--- src/rtl/fpstk_pkg.sv ---
package fpstk_pkg;

  localparam int NREG  = 8;
  localparam int PTR_W = $clog2(NREG);
  localparam int TAG_W = 2 * NREG;
  localparam int WORD_W = 16;

  localparam logic [WORD_W-1:0] CW_RESET = 16'h037F;
  localparam logic [WORD_W-1:0] SW_RESET = 16'h0000;
  localparam logic [TAG_W-1:0]  TW_RESET = {TAG_W{1'b1}};

  localparam logic [1:0] TAG_VALID = 2'b00;
  localparam logic [1:0] TAG_EMPTY = 2'b11;

  localparam int SW_BUSY   = 15;
  localparam int SW_TOP_LO = 11;
  localparam int SW_C1     = 9;
  localparam int SW_EXC_HI = 7;
  localparam int SW_SF     = 6;
  localparam int SW_IE     = 0;

  typedef enum logic [3:0] {
    OP_NOP   = 4'd0,
    OP_INIT  = 4'd1,
    OP_PUSH  = 4'd2,
    OP_POP   = 4'd3,
    OP_POP2  = 4'd4,
    OP_INCP  = 4'd5,
    OP_DECP  = 4'd6,
    OP_FREE  = 4'd7,
    OP_CLREX = 4'd8,
    OP_PROBE = 4'd9,
    OP_LDCW  = 4'd10
  } stk_op_e;

  typedef struct packed {
    logic             init;
    logic             ldcw;
    logic             clrex;
    logic             ovf;
    logic             unf;
    logic             c1_clr;
    logic             ptr_we;
    logic [PTR_W-1:0] ptr_nx;
    logic [NREG-1:0]  slot_empty;
    logic [NREG-1:0]  slot_valid;
  } stk_act_t;

endpackage

--- src/rtl/fpstk_rst_sync.sv ---
module fpstk_rst_sync #(
  parameter int STAGES = 2
) (
  input  logic clk,
  input  logic rst_n,
  output logic rst_n_sync
);

  logic [STAGES-1:0] sync_q;
  logic [STAGES-1:0] sync_d;

  always_comb begin
    sync_d = {sync_q[STAGES-2:0], 1'b1};
  end

  always_ff @(posedge clk or negedge rst_n) begin
    if (!rst_n) begin
      sync_q <= '0;
    end else begin
      sync_q <= sync_d;
    end
  end

  assign rst_n_sync = sync_q[STAGES-1];

endmodule

--- src/rtl/fpstk_decode.sv ---
module fpstk_decode
  import fpstk_pkg::*;
#(
  parameter int N  = NREG,
  parameter int PW = PTR_W
) (
  input  logic            cmd_valid,
  input  logic [3:0]      cmd_op,
  input  logic [PW-1:0]   cmd_idx,
  input  logic [PW-1:0]   top,
  input  logic [2*N-1:0]  tags,
  output logic [PW-1:0]   phys_idx,
  output stk_act_t        act
);

  logic [PW-1:0] slot_below;
  logic [PW-1:0] slot_above;
  logic [PW-1:0] slot_above2;
  logic [PW-1:0] slot_rel;
  logic          top_empty;
  logic          below_empty;
  logic          above_empty;
  logic          rel_empty;

  function automatic logic slot_is_empty(input logic [2*N-1:0] tw,
                                         input logic [PW-1:0] s);
    return tw[2*s +: 2] == TAG_EMPTY;
  endfunction

  always_comb begin
    slot_below  = top - PW'(1);
    slot_above  = top + PW'(1);
    slot_above2 = top + PW'(2);
    slot_rel    = top + cmd_idx;
    top_empty   = slot_is_empty(tags, top);
    below_empty = slot_is_empty(tags, slot_below);
    above_empty = slot_is_empty(tags, slot_above);
    rel_empty   = slot_is_empty(tags, slot_rel);
  end

  assign phys_idx = slot_rel;

  always_comb begin
    act = '0;
    if (cmd_valid) begin
      case (cmd_op)
        OP_INIT:  act.init = 1'b1;
        OP_PUSH: begin
          if (!below_empty) begin
            act.ovf = 1'b1;
          end else begin
            act.ptr_we                 = 1'b1;
            act.ptr_nx                 = slot_below;
            act.slot_valid[slot_below] = 1'b1;
          end
        end
        OP_POP: begin
          if (top_empty) begin
            act.unf = 1'b1;
          end else begin
            act.ptr_we          = 1'b1;
            act.ptr_nx          = slot_above;
            act.slot_empty[top] = 1'b1;
          end
        end
        OP_POP2: begin
          if (top_empty || above_empty) begin
            act.unf = 1'b1;
          end else begin
            act.ptr_we                 = 1'b1;
            act.ptr_nx                 = slot_above2;
            act.slot_empty[top]        = 1'b1;
            act.slot_empty[slot_above] = 1'b1;
          end
        end
        OP_INCP: begin
          act.ptr_we = 1'b1;
          act.ptr_nx = slot_above;
          act.c1_clr = 1'b1;
        end
        OP_DECP: begin
          act.ptr_we = 1'b1;
          act.ptr_nx = slot_below;
          act.c1_clr = 1'b1;
        end
        OP_FREE:  act.slot_empty[slot_rel] = 1'b1;
        OP_CLREX: act.clrex = 1'b1;
        OP_PROBE: act.unf = rel_empty;
        OP_LDCW:  act.ldcw = 1'b1;
        default:  act = '0;
      endcase
    end
  end

endmodule

--- src/rtl/fpstk_tag_file.sv ---
module fpstk_tag_file
  import fpstk_pkg::*;
#(
  parameter int N = NREG
) (
  input  logic           clk,
  input  logic           rst_n,
  input  logic           init,
  input  logic [N-1:0]   slot_empty,
  input  logic [N-1:0]   slot_valid,
  output logic [2*N-1:0] tags
);

  for (genvar g = 0; g < N; g++) begin : g_slot
    logic [1:0] tag_q;
    logic [1:0] tag_d;
    logic       tag_en;

    always_comb begin
      tag_en = init | slot_empty[g] | slot_valid[g];
      tag_d  = (init | slot_empty[g]) ? TAG_EMPTY : TAG_VALID;
    end

    always_ff @(posedge clk or negedge rst_n) begin
      if (!rst_n) begin
        tag_q <= TAG_EMPTY;
      end else if (tag_en) begin
        tag_q <= tag_d;
      end
    end

    assign tags[2*g +: 2] = tag_q;
  end

endmodule

--- src/rtl/fpstk_status_unit.sv ---
module fpstk_status_unit
  import fpstk_pkg::*;
#(
  parameter int PW = PTR_W,
  parameter int W  = WORD_W
) (
  input  logic          clk,
  input  logic          rst_n,
  input  logic          init,
  input  logic          ldcw,
  input  logic          clrex,
  input  logic          ovf,
  input  logic          unf,
  input  logic          c1_clr,
  input  logic          ptr_we,
  input  logic [PW-1:0] ptr_nx,
  input  logic [W-1:0]  cmd_data,
  output logic [W-1:0]  sw,
  output logic [W-1:0]  cw
);

  logic [W-1:0] sw_q, sw_d;
  logic [W-1:0] cw_q, cw_d;
  logic         sw_en, cw_en;

  always_comb begin
    sw_en = init | clrex | ovf | unf | c1_clr | ptr_we;
    cw_en = init | ldcw;
    sw_d  = sw_q;
    cw_d  = cw_q;
    if (init) begin
      sw_d = SW_RESET;
      cw_d = CW_RESET;
    end else begin
      if (ldcw) cw_d = cmd_data;
      if (clrex) begin
        sw_d[SW_EXC_HI:0] = '0;
        sw_d[SW_BUSY]     = 1'b0;
      end
      if (ptr_we) sw_d[SW_TOP_LO +: PW] = ptr_nx;
      if (c1_clr) sw_d[SW_C1] = 1'b0;
      if (ovf) begin
        sw_d[SW_SF] = 1'b1;
        sw_d[SW_IE] = 1'b1;
        sw_d[SW_C1] = 1'b1;
      end
      if (unf) begin
        sw_d[SW_SF] = 1'b1;
        sw_d[SW_IE] = 1'b1;
        sw_d[SW_C1] = 1'b0;
      end
    end
  end

  always_ff @(posedge clk or negedge rst_n) begin
    if (!rst_n) begin
      sw_q <= SW_RESET;
    end else if (sw_en) begin
      sw_q <= sw_d;
    end
  end

  always_ff @(posedge clk or negedge rst_n) begin
    if (!rst_n) begin
      cw_q <= CW_RESET;
    end else if (cw_en) begin
      cw_q <= cw_d;
    end
  end

  assign sw = sw_q;
  assign cw = cw_q;

endmodule

--- src/rtl/fpstk_tag_ctrl.sv ---
module fpstk_tag_ctrl
  import fpstk_pkg::*;
#(
  parameter int N  = NREG,
  parameter int PW = PTR_W,
  parameter int W  = WORD_W
) (
  input  logic           clk,
  input  logic           rst_n,
  input  logic           cmd_valid,
  input  logic [3:0]     cmd_op,
  input  logic [PW-1:0]  cmd_idx,
  input  logic [W-1:0]   cmd_data,
  output logic [PW-1:0]  phys_idx,
  output logic [PW-1:0]  top_ptr,
  output logic [2*N-1:0] tag_word,
  output logic [W-1:0]   status_word,
  output logic [W-1:0]   control_word
);

  logic     rst_n_int;
  stk_act_t act;

  fpstk_rst_sync #(.STAGES(2)) u_rst (
    .clk        (clk),
    .rst_n      (rst_n),
    .rst_n_sync (rst_n_int)
  );

  fpstk_decode #(.N(N), .PW(PW)) u_dec (
    .cmd_valid (cmd_valid),
    .cmd_op    (cmd_op),
    .cmd_idx   (cmd_idx),
    .top       (top_ptr),
    .tags      (tag_word),
    .phys_idx  (phys_idx),
    .act       (act)
  );

  fpstk_tag_file #(.N(N)) u_tags (
    .clk        (clk),
    .rst_n      (rst_n_int),
    .init       (act.init),
    .slot_empty (act.slot_empty),
    .slot_valid (act.slot_valid),
    .tags       (tag_word)
  );

  fpstk_status_unit #(.PW(PW), .W(W)) u_sts (
    .clk      (clk),
    .rst_n    (rst_n_int),
    .init     (act.init),
    .ldcw     (act.ldcw),
    .clrex    (act.clrex),
    .ovf      (act.ovf),
    .unf      (act.unf),
    .c1_clr   (act.c1_clr),
    .ptr_we   (act.ptr_we),
    .ptr_nx   (act.ptr_nx),
    .cmd_data (cmd_data),
    .sw       (status_word),
    .cw       (control_word)
  );

  assign top_ptr = status_word[SW_TOP_LO +: PW];

endmodule

--- config.mk ---
export PLATFORM = sky130hd
export DESIGN_NAME = fpstk_tag_ctrl
export DESIGN_NICKNAME = d
export VERILOG_FILES = /design/src/rtl/fpstk_pkg.sv /design/src/rtl/fpstk_rst_sync.sv /design/src/rtl/fpstk_decode.sv /design/src/rtl/fpstk_tag_file.sv /design/src/rtl/fpstk_status_unit.sv /design/src/rtl/fpstk_tag_ctrl.sv
export SDC_FILE = /design/constraint.sdc
export NUM_CORES = 1
export LEC_CHECK = 0
export ABC_CLOCK_PERIOD_IN_PS = 1900
export BUFFER_PORTS_ARGS = -buffer_cell sky130_fd_sc_hd__buf_2
export CAP_MARGIN = 20
export CORE_MARGIN = 2
export CORE_UTILIZATION = 52
export CTS_BUF_LIST = sky130_fd_sc_hd__clkbuf_8
export CTS_CLUSTER_DIAMETER = 80
export CTS_CLUSTER_SIZE = 14
export DETAILED_ROUTE_END_ITERATION = 10
export HOLD_SLACK_MARGIN = 0.03
export PLACE_DENSITY_LB_ADDON = 0.2
export SLEW_MARGIN = 20
export SYNTH_ARGS = -nofsm -noshare
export SYNTH_HDL_FRONTEND = slang
export SYNTH_SLANG_ARGS = --single-unit
--- constraint.sdc ---
create_clock -name clk -period 1.9 [get_ports clk]
set_input_delay 0.19 -clock clk [delete_from_list [all_inputs] [get_ports clk]]
set_output_delay 0.19 -clock clk [all_outputs]
set_load 0.005 [all_outputs]
== After elaboration in Yosys (flattened, before gate mapping) ==
Index checks and enable logic that the tools add are counted.

* ROM bits: 0
* Memories: 0
* Register bits after elaboration: 47
* Bits in latches: 0
* Word-level logic and storage cells: 132
* RAM bits: 0
* Bits of input ports: 26

* $add $sub $neg: 4
* Bitwise operators: 23
* Eq/ne operators: 14
* $lt $le $gt $ge: 8
* Muxes and demuxes: 49
* Div/mod/pow operators: 0
* Multipliers: 0
* Reductions and logical operators: 16
* Shift-type cells: 4

{| class="wikitable"
|+ Operators with widths
! kind !! count
|-
| $shiftx A16 B5 Y2 || 4
|-
| $mux W16 || 2
|-
| $mux W8 || 4
|-
| $mux W26 || 1
|-
| $mux W12 || 2
|-
| $pmux W8 S3 || 1
|-
| $mux W1 || 22
|-
| $or A1 B1 Y1 || 22
|-
| $pmux W4 S5 || 1
|-
| $eq A4 B3 Y1 const B || 4
|-
| $lt A3 B4 Y1 const B || 4
|-
| $mux W2 || 8
|-
| $demux W1 S3 || 4
|-
| $eq A4 B4 Y1 const B || 3
|-
| $ge A3 B1 Y1 const B || 4
|-
| $reduce_and A2 Y1 || 5
|-
| $eq A2 B2 Y1 const B || 4
|-
| $eq A4 B2 Y1 const B || 2
|-
| $or A8 B8 Y8 || 1
|-
| $reduce_bool A4 Y1 || 2
|-
| $mux W3 || 2
|-
| $reduce_bool A2 Y1 || 3
|-
| $eq A4 B1 Y1 const B || 1
|-
| $logic_and A1 B1 Y1 || 4
|-
| other kinds (8) || 8
|}

== Logic depth before layout (Yosys ltp) ==
* Word-level depth: 15
* Gate-level depth with buffers: 10
* Gate-level depth less buffers: 9

== Hierarchy ==
From an unflattened synthesis, not the netlist that was laid out.

* Cells, all modules: 296
* Area, all modules: 2606.2 µm²

{| class="wikitable"
|+ Modules (own cells, without submodules)
! module !! times used !! cells each !! area each (µm²) !! sequential area each (µm²)
|-
| fpstk_decode || 1 || 168 || 1174.9 || 0.0
|-
| fpstk_status_unit || 1 || 81 || 973.4 || 536.8
|-
| fpstk_tag_file || 1 || 41 || 381.6 || 210.2
|-
| fpstk_rst_sync || 1 || 3 || 53.8 || 50.0
|-
| fpstk_tag_ctrl || 1 || 3 || 22.5 || 0.0
|}

== Worst setup path before layout ==
No wires, ideal clock.

* Kind: register to register
* From: register u_sts.sw_q[11], in the netlist u_sts.sw[11]
* To: register u_sts.sw_q[12], in the netlist u_sts.sw[12]
* Path slack: -574 ps
* Library setup time: 87 ps
* Buffers on the path: 1
* Cell stages (with the launch flop): 9
* Required time: 1813 ps
* Data arrival time: 2386 ps
* Cells stage by stage: dfrtp_1 buf_6 inv_1 ha_1 mux4_2 o21ai_2 o211a_1 or4b_1 o211ai_1

* Longest elaborated chain between the ends: 11

{| class="wikitable"
|+ RTL lines
! item !! line !! source
|-
| start, declared || fpstk_status_unit.sv:22 || <nowiki>logic [W-1:0] sw_q, sw_d;</nowiki>
|-
| start signal, assigned || fpstk_status_unit.sv:59 || <nowiki>sw_q <= sw_d;</nowiki>
|-
| $add A3 B1 Y3 or $sub A3 B1 Y3 (tied branches) || fpstk_decode.sv:32, fpstk_decode.sv:31 ||
|-
| $shiftx A16 B5 Y2 || fpstk_decode.sv:27 || <nowiki>return tw[2*s +: 2] == TAG_EMPTY;</nowiki>
|-
| $eq A2 B2 Y1 || fpstk_decode.sv:27 ||
|-
| $logic_or A1 B1 Y1 or $mux W1 (tied branches) || fpstk_decode.sv:67, fpstk_decode.sv:49 ||
|-
| $mux W1 (on tied branches) || fpstk_decode.sv:67, fpstk_decode.sv:46 ||
|-
| $pmux W1 S3 or $mux W26 (tied branches) || fpstk_decode.sv:46, fpstk_decode.sv:45 ||
|-
| $mux W26 (*) || fpstk_decode.sv:45 || <nowiki>if (cmd_valid) begin</nowiki>
|-
| $or A1 B1 Y1 (3 in series) || fpstk_status_unit.sv:27 || <nowiki>sw_en = init | clrex | ovf | unf | c1_clr | ptr_we;</nowiki>
|-
| $reduce_and A2 Y1 (no line) || - ||
|}

Mark *: on every way between the ends. The rest lies on a longest branch, timed or not. The select of a mux whose other input is x is not followed.
A chain may end at the register's enable or synchronous reset.

== Worst setup path after layout ==
* From: register u_sts.sw_q[11], in the netlist u_sts.sw[11]
* To: register u_tags.g_slot[3].tag_q[0]

* Longest elaborated chain between the ends: 11

{| class="wikitable"
|+ RTL lines
! item !! line !! source
|-
| $add A3 B1 Y3 || fpstk_decode.sv:32 || <nowiki>slot_above = top + PW'(1);</nowiki>
|-
| $lt A3 B4 Y1 (implied by the code) or $ge A3 B1 Y1 (tied branches) || fpstk_decode.sv:73 || <nowiki>act.slot_empty[slot_above] = 1'b1;</nowiki>
|-
| $logic_and A1 B1 Y1 (implied by the code) || fpstk_decode.sv:73 ||
|-
| $mux W1 (implied by the code) || fpstk_decode.sv:73 ||
|-
| $demux W1 S3 || - ||
|-
| $or A8 B8 Y8 (no line) || - ||
|-
| $mux W12 || fpstk_decode.sv:67 || <nowiki>if (top_empty || above_empty) begin</nowiki>
|-
| $pmux W8 S3 || fpstk_decode.sv:46 || <nowiki>case (cmd_op)</nowiki>
|-
| $mux W26 (*) || fpstk_decode.sv:45 ||
|-
| $or A1 B1 Y1 || fpstk_tag_file.sv:20, fpstk_tag_file.sv:21 ||
|-
| $mux W2 or $or A1 B1 Y1 (tied branches) || fpstk_tag_file.sv:21, fpstk_tag_file.sv:20 ||
|-
| end signal, assigned || fpstk_tag_file.sv:28 || <nowiki>tag_q <= tag_d;</nowiki>
|-
| end, declared || fpstk_tag_file.sv:15 || <nowiki>logic [1:0] tag_q;</nowiki>
|}

Mark *: on every way between the ends. The rest lies on a longest branch, timed or not.

==> results.py <==
metrics = {
    "outcome": {
        "status": "complete, but fails checks",
        "violations": "setup timing",
    },
    "yosys": {
        "ys_top_cells_by_area": "dfstp_2 19%, dfrtp_1 15%, nand2_1 8.5%",
        "syn_area_per_cell_um2": 8.648,
        "yosysUniqueCellTypes": 47,
        "ys_seq_area_frac": 0.3401,
        "synthArstFlopShare": 1.000,
        "synth_ff_type": "dfstp_2",
        "synth_warnings": 0,
        "yosys.area.top_type": "dfstp_2",
        "synthCells": 271,
        "synth_edf_count": 0,
        "synth_top_area_share": 0.1906,
        "synth_area_um2": 2343,
        "synth_seq_cells": 31,
    },
    "timing": {
        "period_minus_slack_ps": 2448,
        "hold_violations": 0,
        "rsz0062_at_grt": "yes",
        "relSlewSlack": 0.4556,
        "final.setup_skew_ps": 10.23,
        "fin_ws_ps": -547.9,
        "post-route-period-util": 1.288,
        "setup_viol": 15,
        "max_freq_ghz": 0.4085,
        "final-max-slew-violation-count": 0,
        "fin_setup_tns_ps": -6823,
        "worst_slew_pin_slew_ps": 816.6,
    },
    "clocking": {
        "clk_pin_slew_worst_paths_ps": 70,
        "clkLatencyLatePin_ps": 290,
        "numCtsBuffers": 5,
        "ctsRootBufferMaster": "clkbuf_8",
        "cts_sinks": 31,
        "clk_path_buf_depth": 2,
        "cts.htree.levels": 2,
        "cts_tree": "yes",
    },
    "routing": {
        "drt-initial-drc-count": 243,
        "drc": 0,
        "vias": 2577,
        "detail_route.wl_per_cell_um": 18.19,
        "ant_nets": 0,
        "wl_mm": 7.911,
        "viasPerCell": 5.924,
        "drt_pass1_iterations": 7,
    },
    "pwr": {
        "leakage_nw": 1.620,
        "pwr-share-comb": 0.450,
        "seqPwrFrac": 0.325,
        "p_sw_w": 0.0009117,
        "ir_drop_uv": 503.5,
        "p_sw_frac": 0.3472,
        "p_clk_frac": 0.224,
        "power_density_nw_per_um2": 771.9,
        "internal-power_w": 0.001714,
    },
    "floorplanning": {
        "start_util": 0.5382,
        "ios": 80,
        "die_w_um": 71.13,
        "die_area_um2": 5059,
        "rows": 24,
        "fp.dieH_um": 71.13,
        "floorplan.core_area_um2": 4354,
    },
    "placement": {
        "place.gp.congestion": 0.8749,
        "port_buffers": 69,
        "dp.final_hpwl_mm": 5.132,
    },
    "worst_hold_path": {
        "min_path_type": "in2reg",
    },
    "critical_path": {
        "worstPathRequired_ps": 2100,
        "worstSetupPathType": "reg2reg",
        "end_kind": "flop",
        "cp.arrival_ps": 2650,
        "worstPathMaxFanout": 5,
        "critPathLaunchType": "flop",
        "regToRegSetupSlack_ps": -550,
    },
    "final_layout": {
        "layout-drive-gt1-share": 0.5352,
        "syn2layout_area_growth_pct": 45.17,
        "antenna_cells": 0,
        "fillerInstances": 281,
        "final_util": 0.7813,
        "nNetsFinal": 416,
    },
    "flow_run": {
        "cap_violations": 0,
    },
    "global_route": {
        "grt_use_total": 0.3004,
        "grt_pass1_vias": 2410,
        "antenna_found_initial": 0,
        "overflow": 0,
        "grt_pass1_wl_mm": 11.87,
        "grt_max_degree": 24,
    },
}
## routing by layer
metal | up-vias | part of all wire | track usage
met5 | - | 0 | 0
met3 | 45 | 0.091 | 0.05556
met1 | 1198 | 0.39 | 0.4000
li1 | 1148 | - | -
met4 | 0 | 0.055 | 0.1363
met2 | 186 | 0.47 | 0.4777
## critical path, stage by stage, from the launching register on
cell and delay (ps):
dfrtp_2 430, buf_6 140, ha_1 220, xnor2_2 230, mux4_2 430, a211oi_4 310
and2_4 270, a221oi_1 100, a21oi_1 210
## worst paths after layout
| path | cells after the start | startpoint | endpoint |
|---|---|---|---|
| setup / recovery | 8 | u_sts.sw[11]$_DFFE_PN0P_ | u_tags.g_slot[3].tag_q[0]$_DFFE_PN1P_ |
| hold / removal | 3 | cmd_data[6] | u_sts.cw[6]$_DFFE_PN1P_ |
| setup reg to reg | 8 | u_sts.sw[11]$_DFFE_PN0P_ | u_tags.g_slot[3].tag_q[0]$_DFFE_PN1P_ |
| hold reg to reg | 0 | u_rst.sync_q[0]$_DFF_PN0_ | u_rst.sync_q[1]$_DFF_PN0_ |
| max in group asynchronous | 1 | u_rst.sync_q[1]$_DFF_PN0_ | u_tags.g_slot[2].tag_q[0]$_DFFE_PN1P_ |
| min in group asynchronous | 2 | rst_n | u_rst.sync_q[0]$_DFF_PN0_ |
## cell usage in the layout (no fill, tap or decap), types with 3 or more instances in the layout
| cell | count |
|---|---|
| a21oi_1 | 14 |
| a221oi_1 | 3 |
| a221oi_2 | 3 |
| and2_4 | 3 |
| buf_2 | 67 |
| buf_4 | 52 |
| buf_6 | 11 |
| clkbuf_8 | 7 |
| conb_1 | 11 |
| dfrtp_1 | 12 |
| dfstp_2 | 17 |
| ha_1 | 5 |
| inv_1 | 5 |
| inv_4 | 3 |
| mux2_4 | 4 |
| mux2i_1 | 3 |
| mux4_2 | 4 |
| nand2_1 | 51 |
| nand2b_1 | 4 |
| nand3_1 | 14 |
| nor2_1 | 7 |
| nor2b_1 | 7 |
| nor3_2 | 3 |
| nor3b_1 | 3 |
| o211ai_1 | 8 |
| o21ai_0 | 7 |
| or3_1 | 3 |
| xnor2_2 | 3 |
## logic make-up (layout without fill, tap and decap cells)
family,count (synthesis),in the layout,share of synthesized area
buffers and inverters,45,148,0.1110
multiplexers,14,14,0.08916
adder cells (fa/ha/maj),8,8,0.04591
XOR/XNOR,6,6,0.02242
AND/OR/NAND/NOR,107,107,0.2157
flip-flops,31,31,0.3401
AO/OA/AOI/OAI,58,58,0.1725
other,2,11,0.003205
## Yosys cell counts (5+ instances only)
cell type,number
nand2_1,53
buf_4,22
dfstp_2,17
a21oi_1,16
nand3_1,16
dfrtp_1,14
clkbuf_1,12
inv_1,9
o211ai_1,8
ha_1,7
nor2_1,7
nor2b_1,7
o21ai_0,7
a221oi_1,6
nor3_1,5
xnor2_1,5
## stage by stage
stage               hold WS [ps]  power (W)  cell area [um2]  worst slack [ps]  cells
floorplan                 -105.6   0.001415             2454            -415.6    280
global placement          -23.73   0.001749             3017            -435.4    416
detailed placement        -22.41   0.001769             3017            -484.1    416
CTS                        112.9   0.002492             3274            -435.6    432
global route               122.4   0.002764             3402            -589.5    435
finish                     109.9   0.002626             3402            -547.9    435
## flip-flops by register name, summed over array words and instances, names as in the netlist
register             flops
u_tags.g_slot.tag_q      8
u_sts.sw                 5
u_rst.sync_q             2
u_sts.cw                16
## final cells by class
type / count / area (um2) / share of cell area
clock buffers: 7 / 96.34 / 0.02832
clock inverters: 1 / 3.754 / 0.001103
inverters: 9 / 41.29 / 0.01214
multi-input cells: 204 / 1536 / 0.4516
flip-flops and latches: 31 / 799.5 / 0.2350
well taps: 52 / 65.06 / 0.01912
repair buffers: 131 / 859.6 / 0.2527
## power groups by stage
| stage | Sequential [W] | Combinational [W] | Clock [W] |
|---|---|---|---|
| 3_3_place_gp | 0.000878 | 0.000871 | 0 |
| 2_1_floorplan | 0.000881 | 0.000534 | 0 |
| 5_1_grt | 0.000865 | 0.00127 | 0.000630 |
| 6_report | 0.000855 | 0.00118 | 0.000589 |
| 4_1_cts | 0.000850 | 0.00106 | 0.000584 |
| 3_5_place_dp | 0.000878 | 0.000891 | 0 |
## timing repair
action	in CTS	in global routing
hold endpoints to repair	2	0
gates cloned	0	0
endpoints found under the setup margin	15	15
buffers inserted	7	3
resized for setup	24	24
hold buffers	1	0
pin swaps	4	16
(Power assumes the default switching activity.)
